File: src/rtl/bwp_pkg.sv
package bwp_pkg;
    localparam int LEVEL_W  = 2;
    localparam int STATUS_W = LEVEL_W + 1;

    typedef struct packed {
        logic               wpen;
        logic [LEVEL_W-1:0] level;
    } prot_bits_t;
endpackage

File: src/rtl/bwp_lock.sv
module bwp_lock (
    input  logic wp_n_i,
    input  logic wpen_i,
    output logic lock_o
);
    // Hardware lock: pin driven low while the enable bit is set.
    always_comb begin
        lock_o = ~wp_n_i & wpen_i;
    end
endmodule

File: src/rtl/bwp_range.sv
module bwp_range #(
    parameter int ADDR_W = 14
) (
    input  logic [1:0]        level_i,
    input  logic [ADDR_W-1:0] addr_i,
    output logic              prot_o
);
    localparam int TOP = ADDR_W - 1;

    logic in_top_half;
    logic in_top_quarter;

    always_comb begin
        in_top_half    = addr_i[TOP];
        in_top_quarter = addr_i[TOP] & addr_i[TOP-1];
        unique case (level_i)
            2'd0:    prot_o = 1'b0;
            2'd1:    prot_o = in_top_quarter;
            2'd2:    prot_o = in_top_half;
            default: prot_o = 1'b1;
        endcase
    end
endmodule

File: src/rtl/bwp_status_reg.sv
module bwp_status_reg
    import bwp_pkg::*;
(
    input  logic       clk,
    input  logic       rst_n,
    input  logic       req_i,
    input  logic       wel_i,
    input  logic       lock_i,
    input  prot_bits_t data_i,
    output prot_bits_t bits_o,
    output logic       ack_o,
    output logic       clr_o
);
    typedef struct packed {
        prot_bits_t bits;
        logic       ack;
        logic       clr;
    } sreg_t;

    sreg_t st_d, st_q;

    always_comb begin
        st_d     = st_q;
        st_d.ack = 1'b0;
        st_d.clr = 1'b0;
        if (req_i && wel_i) begin
            st_d.clr = 1'b1;
            if (!lock_i) begin
                st_d.bits = data_i;
                st_d.ack  = 1'b1;
            end
        end
    end

    always_ff @(posedge clk or negedge rst_n) begin
        if (!rst_n) begin
            st_q <= '0;
        end else begin
            st_q <= st_d;
        end
    end

    assign bits_o = st_q.bits;
    assign ack_o  = st_q.ack;
    assign clr_o  = st_q.clr;
endmodule

File: src/rtl/bwp_unit.sv
module bwp_unit
    import bwp_pkg::*;
#(
    parameter int ADDR_W = 14
) (
    input  logic              clk,
    input  logic              rst_n,
    input  logic              wp_n_i,
    input  logic              wel_i,
    input  logic              sr_wr_req_i,
    input  logic [2:0]        sr_wr_data_i,
    input  logic [ADDR_W-1:0] arr_addr_i,
    output logic              wpen_o,
    output logic [1:0]        level_o,
    output logic              sr_wr_ack_o,
    output logic              wel_clr_o,
    output logic              arr_wr_ok_o
);
    prot_bits_t bits_q;
    prot_bits_t wr_data;
    logic       hw_lock;
    logic       addr_prot;

    assign wr_data = prot_bits_t'(sr_wr_data_i);

    bwp_lock u_lock (
        .wp_n_i (wp_n_i),
        .wpen_i (bits_q.wpen),
        .lock_o (hw_lock)
    );

    bwp_status_reg u_sreg (
        .clk    (clk),
        .rst_n  (rst_n),
        .req_i  (sr_wr_req_i),
        .wel_i  (wel_i),
        .lock_i (hw_lock),
        .data_i (wr_data),
        .bits_o (bits_q),
        .ack_o  (sr_wr_ack_o),
        .clr_o  (wel_clr_o)
    );

    bwp_range #(.ADDR_W(ADDR_W)) u_range (
        .level_i (bits_q.level),
        .addr_i  (arr_addr_i),
        .prot_o  (addr_prot)
    );

    assign wpen_o      = bits_q.wpen;
    assign level_o     = bits_q.level;
    assign arr_wr_ok_o = wel_i & ~addr_prot;
endmodule

File: config.mk
export PLATFORM = sky130hd
export DESIGN_NAME = bwp_unit
export DESIGN_NICKNAME = d
export VERILOG_FILES = /design/src/rtl/bwp_pkg.sv /design/src/rtl/bwp_lock.sv /design/src/rtl/bwp_range.sv /design/src/rtl/bwp_status_reg.sv /design/src/rtl/bwp_unit.sv
export SDC_FILE = /design/constraint.sdc
export NUM_CORES = 1
export LEC_CHECK = 0
export BUFFER_PORTS_ARGS = -buffer_cell sky130_fd_sc_hd__buf_2
export CORE_AREA = 2 2 39 41
export CTS_BUF_LIST = sky130_fd_sc_hd__clkbuf_4 sky130_fd_sc_hd__clkbuf_8
export DETAILED_ROUTE_END_ITERATION = 16
export DIE_AREA = 0 0 41 43
export PLACE_DENSITY = 0.48
export SYNTH_ARGS = -nofsm -noshare
export SYNTH_HDL_FRONTEND = slang
export SYNTH_SLANG_ARGS = --single-unit
File: constraint.sdc
create_clock -name clk -period 1.49 [get_ports clk]
set_input_delay 0.149 -clock clk [delete_from_list [all_inputs] [get_ports clk]]
set_output_delay 0.149 -clock clk [all_outputs]
set_load 0.03 [all_outputs]
* Word level (Yosys, flattened, before mapping)
Index checks and enable logic that the tools add are counted.
** Storage, ports and cells
- Register bits :: 5
- Input port bits :: 22
- Output and inout port bits :: 6
- Word-level logic and storage cells :: 18
** Cells by class
- Equality and inequality tests :: 2
- Mux-type cells :: 3
- Bitwise gates (word level) :: 6
- Reductions and logical operators :: 3
** Operators with widths (number)
- bitwise AND 1 bit :: 3
- inverter 1 bit :: 3
- one-hot mux 1 bit (3 select lines) :: 1
- equality test 2 x 1 -> 1 bit (second input constant) :: 1
- equality test 2 bit (second input constant) :: 1
- zero test 2 bit :: 1
- two-way mux 2 bit :: 1
- AND reduction 2 bit :: 1
- logical AND 1 bit :: 1
- two-way mux 1 bit :: 1

* Logic depth before layout (Yosys ltp)
Gate-level depths: netlist of the first run.
- Depth in word-level cells :: 4
- Depth in mapped cells :: 3
- Gate-level depth less buffers :: 3

* Cells and area by module
A second synthesis of the first run with hierarchy kept.
** Second synthesis, totals
- Cell total of the unflattened synthesis :: 16
- Area, all modules :: 242.7 µm²
** By module, submodules not included
- bwp_status_reg :: times used 1, cells each 11, area each 201.4 µm², sequential area each 125.1 µm²
- bwp_lock :: times used 1, cells each 1, area each 13.8 µm², sequential area each 0.0 µm²
- bwp_range :: times used 1, cells each 3, area each 13.8 µm², sequential area each 0.0 µm²
- bwp_unit :: times used 1, cells each 1, area each 13.8 µm², sequential area each 0.0 µm²

* Least setup slack after synthesis of the first run
No wires, ideal clock.
- Path type :: register -> register
- Start point :: register u_sreg.st_q, in the netlist u_sreg.bits_o[2]
- End point :: register u_sreg.st_q, in the netlist u_sreg.bits_o[0]
- Setup time :: 0.125 ns
- Data arrival time :: 1.013 ns
- Required time :: 1.365 ns
- Setup slack :: 0.352 ns
- Cell stages (with the launch flop) :: 3
- Buffers on the path :: 0
- Period minus slack after synthesis :: 1.138 ns
- Path through :: dfrtp_1 a21boi_4 mux2_4
** Between the ends
- Cells in the longest elaborated chain, start to end :: 3
** Ends and longest elaborated chain
- start: declaration :: line bwp_status_reg.sv:20 : sreg_t st_d, st_q;
- start signal: assignment :: line bwp_status_reg.sv:39 : st_q <= st_d;
- bitwise AND 1 bit :: line bwp_lock.sv:8 : lock_o = ~wp_n_i & wpen_i;
- inverter 1 bit (no source line)
- AND reduction 2 bit (no source line)
Every way passes these cells.
A chain may end at the register's enable or synchronous reset.

* Final worst setup path of the first run
- Start point :: register u_sreg.st_q, in the netlist u_sreg.bits_o[0]
- End point :: output arr_wr_ok_o
** Between the ends
- Cells in the longest elaborated chain, start to end :: 4
- Elaborated cells on any way between the ends :: 6
- Those cells by class :: eq/ne (2); mux (1); bitwise (2); reduce/logical (1)
** Ends and longest elaborated chain
- equality test 2 bit, or another cell as far along :: line bwp_range.sv:16 : unique case (level_i)
- one-hot mux 1 bit (3 select lines) (*) :: line bwp_range.sv:16
- inverter 1 bit (*) :: line bwp_unit.sv:52 : assign arr_wr_ok_o = wel_i & ~addr_prot;
- bitwise AND 1 bit (*) :: line bwp_unit.sv:52
- end: declaration :: line bwp_unit.sv:17 : output logic arr_wr_ok_o
Every way passes the cells marked *; elsewhere a longest branch is shown, timed or not.

==> results of run 1 <==
==> state kept, by name (all words and copies together) (netlist names) <==
name / count
u_sreg.bits_o: 3
u_sreg.clr_o: 1
u_sreg.ack_o: 1
==> cells by family (layout without fill, tap and decap cells) <==
family | count (synthesis) | after routing | synth area share
AO/OA/AOI/OAI | 3 | 3 | 0.1552
AND/OR/NAND/NOR | 4 | 4 | 0.1149
flip-flops | 5 | 5 | 0.5747
multiplexers | 2 | 2 | 0.1379
buffers and inverters | 1 | 21 | 0.01722
==> worst max-delay path: cells and delay by family (launching register included) <==
| family | cells | cell delay (ns) |
|---|---|---|
| DFF | 1 | 0.39 |
| AOI/OAI and AO/OA | 1 | 0.15 |
| and+or+nand+nor | 1 | 0.18 |
| buffers and inverters | 1 | 0.18 |
==> Yosys cell counts, drive strengths merged <==
master  instances  area share
a21boi          1       0.086
a22o            1       0.046
and2            1       0.040
and3            1       0.034
dfrtp           5        0.57
inv             1       0.017
mux2            2        0.14
nand2           1       0.017
nand3           1       0.023
o21ai           1       0.023
==> worst min-delay path by stage <==
stage                          startpoint          endpoint  slack, ns  cells past startpoint
after detailed placement            rst_n  u_sreg.bits_o[2]      -0.03                      1
after CTS                 sr_wr_data_i[1]  u_sreg.bits_o[1]       0.12                      2
final                     sr_wr_data_i[1]  u_sreg.bits_o[1]       0.13                      2
after floorplan                     rst_n      u_sreg.ack_o      -0.15                      0
after global routing      sr_wr_data_i[1]  u_sreg.bits_o[1]       0.12                      2
after global placement              rst_n      u_sreg.clr_o      -0.03                      1
==> layout make-up <==
class,instances,share of cell area
sequential,5,0.3546
multi-input combinational,9,0.2518
timing repair buffer,16,0.2411
clock buffer,4,0.08511
tap,16,0.05674
inverter,1,0.01064
==> repair_timing <==
item	CTS	global route
hold buffers	1	0
setup buffers	0	0
endpoints found under the hold margin	5	0
==> layer usage <==
metal,wire (um),share of wire,global-route usage
met4,0,0,0.1000
met1,231,0.48,0.09061
met2,162,0.34,0.05938
met5,0,0,0
met3,88,0.18,0.06806
==> power by group through the flow <==
stage               clock network (mW)  logic (mW)  registers, mW
global placement                     0       0.123          0.173
finish                           0.180       0.126          0.170
floorplan                            0      0.0461          0.209
CTS                              0.190       0.127          0.171
global route                     0.206       0.135          0.173
detailed placement                   0       0.125          0.172
==> impl_results.md, run 1 <==
- R2R depth: 2
- Drt via density: 3.725
- Area delta synth->final: 62.07%
- Mapped Nets: 37
- Fill cells: 147
- # port buffers: 15
- Final antenna-violating net count: 0
- Largest stage delay, worst path: 0.39 ns
- VDD IR max: 0.3332 mV
- RR Endpoint: u_sreg.bits_o[0]
- Commonest non-fill, non-tap cells in the layout: buf_2, dfrtp_1, clkbuf_4, mux2_4
- Yosys Warn Count: 0
- Nets: 58
- Row count: 14
- Core ar.: 1384 um2
- H-tree Lvls: 1
- Post-Route WL: 482 um
- Die height: 43 um
- Unrepaired setup endpoints after global routing: false
- R2R Path Start: u_sreg.bits_o[2]
- TritonCTS clock tree: done
- Total net switching power: 0.1474 mW
- Critical path endpoint category: output port
- Cells after synthesis: 15
- Most common cell after layout, fill and taps aside: buf_2
- Fin Clk Skew: 0.001290 ns
- Worst Setup SP: u_sreg.bits_o[0]
- Via count: 190
- Fin worst setup slack: 0.1895 ns
- First-pass GRT wire length: 731 um
- Starting DRC count in detailed routing: 0
- Fmax achieved: 0.7690 GHz
- # diodes: 0
- Place WS: 0.4401 ns
- Root Driver: clkbuf_4
- CTS Buffer Depth: 2
- Max Cap Viol: 0
- Footprint of the multi-input gates: 88.84 um2
- Post-synthesis sequential area ratio: 0.5747
- Congestion Overflow GR: 0
- Fin Hold WS: 0.1342 ns
- Number of global-route vias before repair: 161
- Clock Power Share: 0.378
- GP Congestion: 0.6327
- Net Sw Frac: 0.3096
- Largest net degree at the start of global routing: 6
- Clock slew at reported path FFs: 0.05 ns
- Initial antenna violation count: 0
- Lkg Pwr: 0.1891 nW
- Resize count post-CTS: 0
- Syn Area/Cell: 14.51 um2
- Minimum clock period after layout: 1.300 ns
- Status: complete, no violations
- GRT Total Usage: 0.07545
- Max FO, Critical Path: 4
- Starting Density: 0.1573
- I/O pin cnt: 28
- Flop and latch count out of synthesis: 5
- Critical Path Slowest Stage Cell: dfrtp_1
- Startpoint Class: flop
- Post-layout util: 0.2550
- Crit path cell chain: o21ai_0 -> and3_2 -> buf_2
- Number of buffers created by CTS: 3
- R2r setup slk: 0.45 ns
- # setup viols final: 0
- Slew Limit Fails: 0
- Worst-Margin Slew: 0.1663 ns
- Final Power: 0.4761 mW
- Fin. Hold Viols: 0
- Post-synthesis cell type count: 10
- Syn Std Cell Area: 217.7 um2
- Setup CP Type: flop to output port
- Die Wd: 41 um
- Placed cells: 46
- Routed len/inst: 9.451 um
- Post-route DRC: 0
- Int Pwr: 0.3287 mW
- Reg power frac: 0.358
- Worst-skew pair later-pin latency: 0.24 ns
- Pwr/cell area: 1349 nW/um2
- Drt pass-1 iters: 1
- CP arrival: 1.15 ns
- Slew Limit Headroom: 0.8889
- Worst hold-check path type: primary input to flop
- Die area: 1763 um2
- Fin crit share: 0.8728
- Termination of the worst setup path: arr_wr_ok_o
- Design Area, Final: 352.8 um2
- Setup TNS: 0 ns
- Sink Count: 5
- Non-filler cells, final: 51
- Worst EP required: 1.34 ns
- Layout cell share with drive strength beyond 1: 0.7143
- Register area: 125.1 um2
- Placed instance area: 312.8 um2
- Combinational Power Share: 0.264
Note: power is estimated with default switching activity, not from simulation.
==> run 2: changes to the inputs <==
- ABC_CLOCK_PERIOD_IN_PS: not set -> 1300
- PLACE_DENSITY: 0.48 -> 0.5
- SYNTH_HIERARCHICAL: not set -> 1
- clock period: 1.49 -> 1.3 ns (I/O delays scaled with it)
==> run 2 against run 1 <==
Against the previous run: first-iteration DRC count rose by 1; clock power rose by 9%; largest cell class unchanged; final cell count is 2.0% higher; combinational power increased by 56%; synthesized area up 11%; worst setup slack got worse by 0.13 ns; sequential cell count is the same; hold slack worse by 0.011 ns; total power up 25%; non-clock buffer count is the same; synthesized cell count rose by 6.7%.
==> impl_results.md, run 2 <==
- Max reg flops: 3 (unchanged)
- H-tree Lvls: 1 (unchanged)
- VDD IR max: 0.3325 mV (was 0.3332 mV)
- Fill cells: 157 (was 147)
- Die height: 43 um (unchanged)
- Yosys Warn Count: 6 (was 0)
- Flop and latch count out of synthesis: 5 (unchanged)
- Critical Path Slowest Stage Cell: dfrtp_1 (unchanged)
- Design Area, Final: 384.1 um2 (was 352.8 um2)
- Unrepaired setup endpoints after global routing: true (was false)
- Critical Path Stages: 4 (was 3)
- R2r setup slk: 0.17 ns (was 0.45 ns)
- Hold_sp: sr_wr_data_i[0] (was sr_wr_data_i[1])
- Largest stage delay, worst path: 0.40 ns (was 0.39 ns)
- GRT Total Usage: 0.07863 (was 0.07545)
- Drt pass-1 iters: 3 (was 1)
- Ys async rst share: 1.000 (unchanged)
- Buf/Inv on CP: 1 (unchanged)
- Fmax achieved: 0.8062 GHz
- Largest net degree at the start of global routing: 6 (unchanged)
- Nets: 59 (was 58)
- # diodes: 0 (unchanged)
- Layout cell share with drive strength beyond 1: 0.7222 (was 0.7143)
- Core ar.: 1384 um2 (unchanged)
- Worst hold-check path type: primary input to flop (unchanged)
- Commonest cells post-synth: dfrtp_1, mux2_4, nor2b_4 (was dfrtp_1, mux2_4)
- Die Wd: 41 um (unchanged)
- Post-synthesis sequential area ratio: 0.5155 (was 0.5747)
- Top area cells in the synthesized netlist: dfrtp_1, mux2_4, nor2b_4 (was dfrtp_1, mux2_4, a21boi_4)
- Startpoint Class: flop (unchanged)
- # setup viols final: 0 (unchanged)
- Worst-Margin Slew: 0.1611 ns (was 0.1663 ns)
- Initial antenna violation count: 0 (unchanged)
- Placed cells: 47 (was 46)
- Pwr/cell area: 1545 nW/um2 (was 1349 nW/um2)
- Post-DP HPWL: 419.1 um
- First-pass GRT wire length: 759 um (was 731 um)
- Top Family by Delay on Critical Path: flip-flops (unchanged)
- Number of buffers created by CTS: 3 (unchanged)
- Syn Std Cell Area: 242.7 um2 (was 217.7 um2)
- Lkg Pwr: 0.2222 nW (was 0.1891 nW)
- Synth area leader: dfrtp_1 (unchanged)
- Critical path endpoint category: output port (unchanged)
- Number of synthesized flops with an enable pin: 0 (unchanged)
- Fin. Hold Viols: 0 (unchanged)
- Most common cell after layout, fill and taps aside: buf_2 (unchanged)
- Clock slew at reported path FFs: 0.04 ns (was 0.05 ns)
- Setup TNS: 0 ns (unchanged)
- Syn Area/Cell: 15.17 um2 (was 14.51 um2)
- CP arrival: 1.11 ns (was 1.15 ns)
- Non-filler cells, final: 52 (was 51)
- Worst-skew pair later-pin latency: 0.24 ns (about the same)
- Max FO, Critical Path: 4 (unchanged)
- Fin crit share: 0.9542
- Starting Density: 0.1754 (was 0.1573)
- Number of global-route vias before repair: 189 (was 161)
- Post-Route WL: 517 um (was 482 um)
- R2R depth: 3 (was 2)
- Most frequent cell after synthesis: dfrtp_1 (unchanged)
- Yosys top cell area share: 0.5155 (was 0.5747)
- Row count: 14 (unchanged)
- Congestion Overflow GR: 0 (unchanged)
- I/O pin cnt: 28 (unchanged)
- Area delta synth->final: 58.25% (was 62.07%)
- Final Power: 0.5933 mW (was 0.4761 mW)
- Cells after synthesis: 16 (was 15)
- R2R Path Start: u_sreg/bits_o[2] (was u_sreg.bits_o[2])
- Final antenna-violating net count: 0 (unchanged)
- Minimum clock period after layout: 1.240 ns
- Crit path cell chain: o21ai_1 -> nand2_1 -> nor2b_4 -> buf_6 (was o21ai_0 -> and3_2 -> buf_2)
- Root Driver: clkbuf_4 (unchanged)
- # port buffers: 15 (unchanged)
- Hold Path Sink: u_sreg/bits_o[0] (was u_sreg.bits_o[1])
- Max Cap Viol: 0 (unchanged)
- Setup CP Type: flop to output port (unchanged)
- Worst EP required: 1.17 ns (was 1.34 ns)
- Prevailing post-synth register cell: dfrtp_1 (unchanged)
- TritonCTS clock tree: done (unchanged)
- Placed instance area: 337.8 um2 (was 312.8 um2)
- Mapped Nets: 38 (was 37)
- Via count: 188 (was 190)
- RR Endpoint: u_sreg/bits_o[1] (was u_sreg.bits_o[0])
- Worst hold stages: 2 (unchanged)
- Fin Hold WS: 0.1231 ns (was 0.1342 ns)
- Starting DRC count in detailed routing: 1 (was 0)
- Commonest non-fill, non-tap cells in the layout: buf_2, dfrtp_1, clkbuf_4, mux2_4, nor2b_4 (was buf_2, dfrtp_1, clkbuf_4, mux2_4)
- Fin Clk Skew: 0.003047 ns (was 0.001290 ns)
- Die area: 1763 um2 (unchanged)
- Routed len/inst: 9.942 um (was 9.451 um)
- Drt via density: 3.615 (was 3.725)
- Postcts setup bufs: 0 (unchanged)
- Post-synthesis cell type count: 9 (was 10)
- Sink Count: 5 (unchanged)
- GP Congestion: 0.6296 (was 0.6327)
- Slew Limit Headroom: 0.8934 (was 0.8889)
- Status: complete, no violations (unchanged)
- Slew Limit Fails: 0 (unchanged)
- Post-route DRC: 0 (unchanged)
- CTS Buffer Depth: 2 (unchanged)
run 2: cell families after synthesis:
kind of cell,synth area share
compound gates,0.02060
buf+inv,0.01545
flops,0.5155
mux,0.1856
simple gates,0.2629
run 2: how the worst max path moves through the flow:
stage / slack [ns] / endpoint / from
after floorplan: 0.04 / u_sreg/bits_o[0] / u_sreg/bits_o[2]
after global placement: 0.19 / u_sreg/bits_o[2] / u_sreg/bits_o[2]
after detailed placement: 0.18 / u_sreg/bits_o[2] / u_sreg/bits_o[2]
after CTS: 0.02 / arr_wr_ok_o / u_sreg/bits_o[0]
after global routing: -0.01 / arr_wr_ok_o / u_sreg/bits_o[0]
final: 0.06 / arr_wr_ok_o / u_sreg/bits_o[0]
run 2: area by class of cell:
type                       count  area, um2  area share
clock buffer                   4      30.03     0.07818
inverter                       1      3.754    0.009772
multi-input combinational     10      113.9      0.2964
sequential                     5      125.1      0.3257
tap                           16      20.02     0.05212
timing repair buffer          16      91.34      0.2378
run 2: what timing repair did:
item                       in CTS  in global routing
hold endpoints to repair        5                  0
hold buffers                    1                  0
setup endpoints to repair       1                  1
cloned                          0                  0
pin swaps                       0                  2
resized for setup               1                  1
run 2: where the power goes:
part | total [mW] | internal, mW | switching, mW
sequential | 0.200 | 0.181 | 0.0191
clock | 0.197 | 0.137 | 0.0608
combinational | 0.196 | 0.0911 | 0.105
run 2: per-layer routing:
layer / track usage / up-vias / routed length, um
li1: - / 94 / -
met1: 0.08143 / 78 / 221
met2: 0.07813 / 16 / 203
met3: 0.06806 / 0 / 92
met4: 0.1000 / 0 / 0
met5: 0 / - / 0
run 2: worst register-to-register path: cells and delay by family, from the launching register on:
family,cells,cell delay [ns]
and+or+nand+nor,2,0.31
DFF,1,0.39
muxes,1,0.31
run 2: metrics by stage:
step,util,worst slack (ns)
after floorplan,-,0.04058
after global placement,0.2441,0.1860
after detailed placement,0.2441,0.1799
after CTS,0.2749,0.02452
after global routing,0.2776,-0.01485
final,0.2776,0.05959
==> run 3: changes to the inputs <==
- ABC_CLOCK_PERIOD_IN_PS: 1300 -> 1000
- PLACE_DENSITY: 0.5 -> 0.52
- clock period: 1.3 -> 1 ns (I/O delays scaled with it)
==> run 3 against run 2 <==
Against the previous run: the run now ends with setup timing left; critical path type unchanged; via count up 12%; sequential share of layout area down 4.4 points; clock power up 30%; clock-buffer cell count unchanged; first-iteration DRC count up 100%; clock skew about the same; critical endpoint unchanged; sequential cell count unchanged; register-to-register slack worse by 0.30 ns.
==> impl_results.md, run 3 (same netlist as run 2, synthesis figures left out) <==
- Status: complete, but fails checks (was complete, no violations)
- Failing checks: setup timing
- I/O pin cnt: 28 (unchanged)
- Fin. Hold Viols: 0 (unchanged)
- CP arrival: 1.10 ns (was 1.11 ns)
- Fmax achieved: 0.8359 GHz
- Max Cap Viol: 0 (unchanged)
- First-pass GRT wire length: 924 um (was 759 um)
- Startpoint Class: flop (unchanged)
- Design Area, Final: 452.9 um2 (was 384.1 um2)
- Critical path endpoint category: output port (unchanged)
- Placed instance area: 355.3 um2 (was 337.8 um2)
- Hold_sp: sr_wr_data_i[0] (unchanged)
- Nets: 63 (was 59)
- Congestion Overflow GR: 0 (unchanged)
- Slew Limit Headroom: 0.8937 (was 0.8934)
- Number of buffers created by CTS: 3 (unchanged)
- Unrepaired setup endpoints after global routing: true (unchanged)
- Worst-skew pair later-pin latency: 0.24 ns (about the same)
- Pwr/cell area: 2002 nW/um2 (was 1545 nW/um2)
- Place WS: -0.1360 ns (was 0.1799 ns)
- Worst-Margin Slew: 0.1605 ns (was 0.1611 ns)
- Crit path cell chain: o21ai_2 -> nand2_2 -> nor2b_4 -> buf_6 (was o21ai_1 -> nand2_1 -> nor2b_4 -> buf_6)
- Post-DP HPWL: 458.4 um (was 419.1 um)
- Fin worst setup slack: -0.1963 ns (was 0.05959 ns)
- Fin Clk Skew: 0.002903 ns (was 0.003047 ns)
- Fill cells: 144 (was 157)
- Final antenna-violating net count: 0 (unchanged)
- GP Congestion: 0.7054 (was 0.6296)
- Lkg Pwr: 0.2503 nW (was 0.2222 nW)
- # setup viols final: 6 (was 0)
- Commonest non-fill, non-tap cells in the layout: buf_2, buf_6, clkbuf_4, mux2_4, dfrtp_1 (was buf_2, dfrtp_1, clkbuf_4, mux2_4, nor2b_4)
- Critical Path Slowest Stage Cell: dfrtp_2 (was dfrtp_1)
- Clock slew at reported path FFs: 0.04 ns (about the same)
- Root Driver: clkbuf_4 (unchanged)
- Max FO, Critical Path: 3 (was 4)
- Max reg flops: 3 (unchanged)
- Setup CP Type: flop to output port (unchanged)
- H-tree Lvls: 1 (unchanged)
- Die Wd: 41 um (unchanged)
- Largest net degree at the start of global routing: 6 (unchanged)
- Drt via density: 3.750 (was 3.615)
- Routed len/inst: 10.46 um (was 9.942 um)
- Slew Limit Fails: 0 (unchanged)
- Die height: 43 um (unchanged)
- GRT Total Usage: 0.08359 (was 0.07863)
- Minimum clock period after layout: 1.196 ns
- Initial antenna violation count: 0 (unchanged)
- Footprint of the multi-input gates: 120.1 um2 (was 113.9 um2)
- Worst EP required: 0.90 ns (was 1.17 ns)
- Starting DRC count in detailed routing: 2 (was 1)
- # port buffers: 15 (unchanged)
- Layout cell share with drive strength beyond 1: 0.8500 (was 0.7222)
- VDD IR max: 0.4723 mV (was 0.3325 mV)
- Area delta synth->final: 86.60% (was 58.25%)
- Drt pass-1 iters: 2 (was 3)
- Worst Setup SP: u_sreg/bits_o[0] (unchanged)
- CTS Buffer Depth: 2 (unchanged)
- Worst hold-check path type: primary input to flop (unchanged)
- Via count: 210 (was 188)
- Post-route DRC: 0 (unchanged)
- R2R Path Start: u_sreg/bits_o[2] (unchanged)
- Starting Density: 0.1754 (unchanged)
- Core ar.: 1384 um2 (unchanged)
- TritonCTS clock tree: done (unchanged)
- Most common cell after layout, fill and taps aside: buf_2 (unchanged)
- # diodes: 0 (unchanged)
- Die area: 1763 um2 (unchanged)
- Sink Count: 5 (unchanged)
- Register area: 127.6 um2 (was 125.1 um2)
- Post-Route WL: 586 um (was 517 um)
- Largest stage delay, worst path: 0.42 ns (was 0.40 ns)
- Number of global-route vias before repair: 203 (was 189)
- Fin crit share: 1.196
- Row count: 14 (unchanged)
[run 3: changes by cell type in the layout (fill, tap and decap cells not counted)]
cell,previous run,this run
buf_4,0,1
nand2_1,1,0
o21ai_2,0,1
nand2_2,0,1
o21ai_1,1,0
buf_6,1,7
dfrtp_2,0,2
buf_2,14,11
dfrtp_1,5,3
[run 3: worst paths after layout]
| check | to | slack [ns] | cells past startpoint |
|---|---|---|---|
| setup / recovery | arr_wr_ok_o | -0.20 | 4 |
| hold / removal | u_sreg/bits_o[0] | 0.1 | 2 |
| setup reg to reg | u_sreg/bits_o[2] | -0.13 | 3 |
| hold reg to reg | u_sreg/bits_o[2] | 0.62 | 2 |
| max in group asynchronous | u_sreg/bits_o[2] | 0.64 | 2 |
| min in group asynchronous | u_sreg/bits_o[1] | 0.21 | 2 |
[run 3: final cells by class]
cell class	count	share of cell area
clock buffer	4	0.06630
inverter	1	0.008287
multi-input combinational	10	0.2652
sequential	5	0.2818
tap	16	0.04420
timing repair buffer	20	0.3343
[run 3: critical path: cells and delay by family (launching register included)]
kind	cells	cell delay, ns
AND/OR/NAND/NOR	2	0.19
buffers and inverters	1	0.13
flip-flops	1	0.42
AO/OA/AOI/OAI	1	0.13
[run 3: repair_timing]
action / in CTS / in global routing
endpoints found under the setup margin: 6 / 7
buffers inserted: 2 / 1
resized for setup: 10 / 4
pin swaps: 0 / 1
hold buffers: 1 / 0
hold endpoints to repair: 5 / 0
[run 3: per-stage QoR]
step / setup TNS [ns] / hold slack, ns / utilization / cells / power [mW]
finish: -0.7076 / 0.09691 / 0.3273 / 56 / 0.9066
global route: -0.9675 / 0.07962 / 0.3273 / 56 / 0.9746
CTS: -0.7220 / 0.07958 / 0.3201 / 56 / 0.9026
detailed placement: -0.4036 / -0.08150 / 0.2568 / 49 / 0.5419
global placement: -0.3253 / -0.07917 / 0.2568 / 49 / 0.5402
floorplan: -0.5806 / -0.1956 / - / 16 / 0.4350
[run 3: layer usage]
metal  global-route usage  part of all wire  vias to the layer above
li1                     -                 -                      104
met1               0.1234              0.51                       90
met2              0.08438              0.36                       16
met3              0.03141              0.13                        0
met4              0.08000                 0                        0
met5                    0                 0                        -
[run 3: where the power goes]
group | total, mW | switching, mW | internal, mW
registers | 0.268 | 0.0290 | 0.239
clock network | 0.257 | 0.0797 | 0.178
logic | 0.381 | 0.165 | 0.216
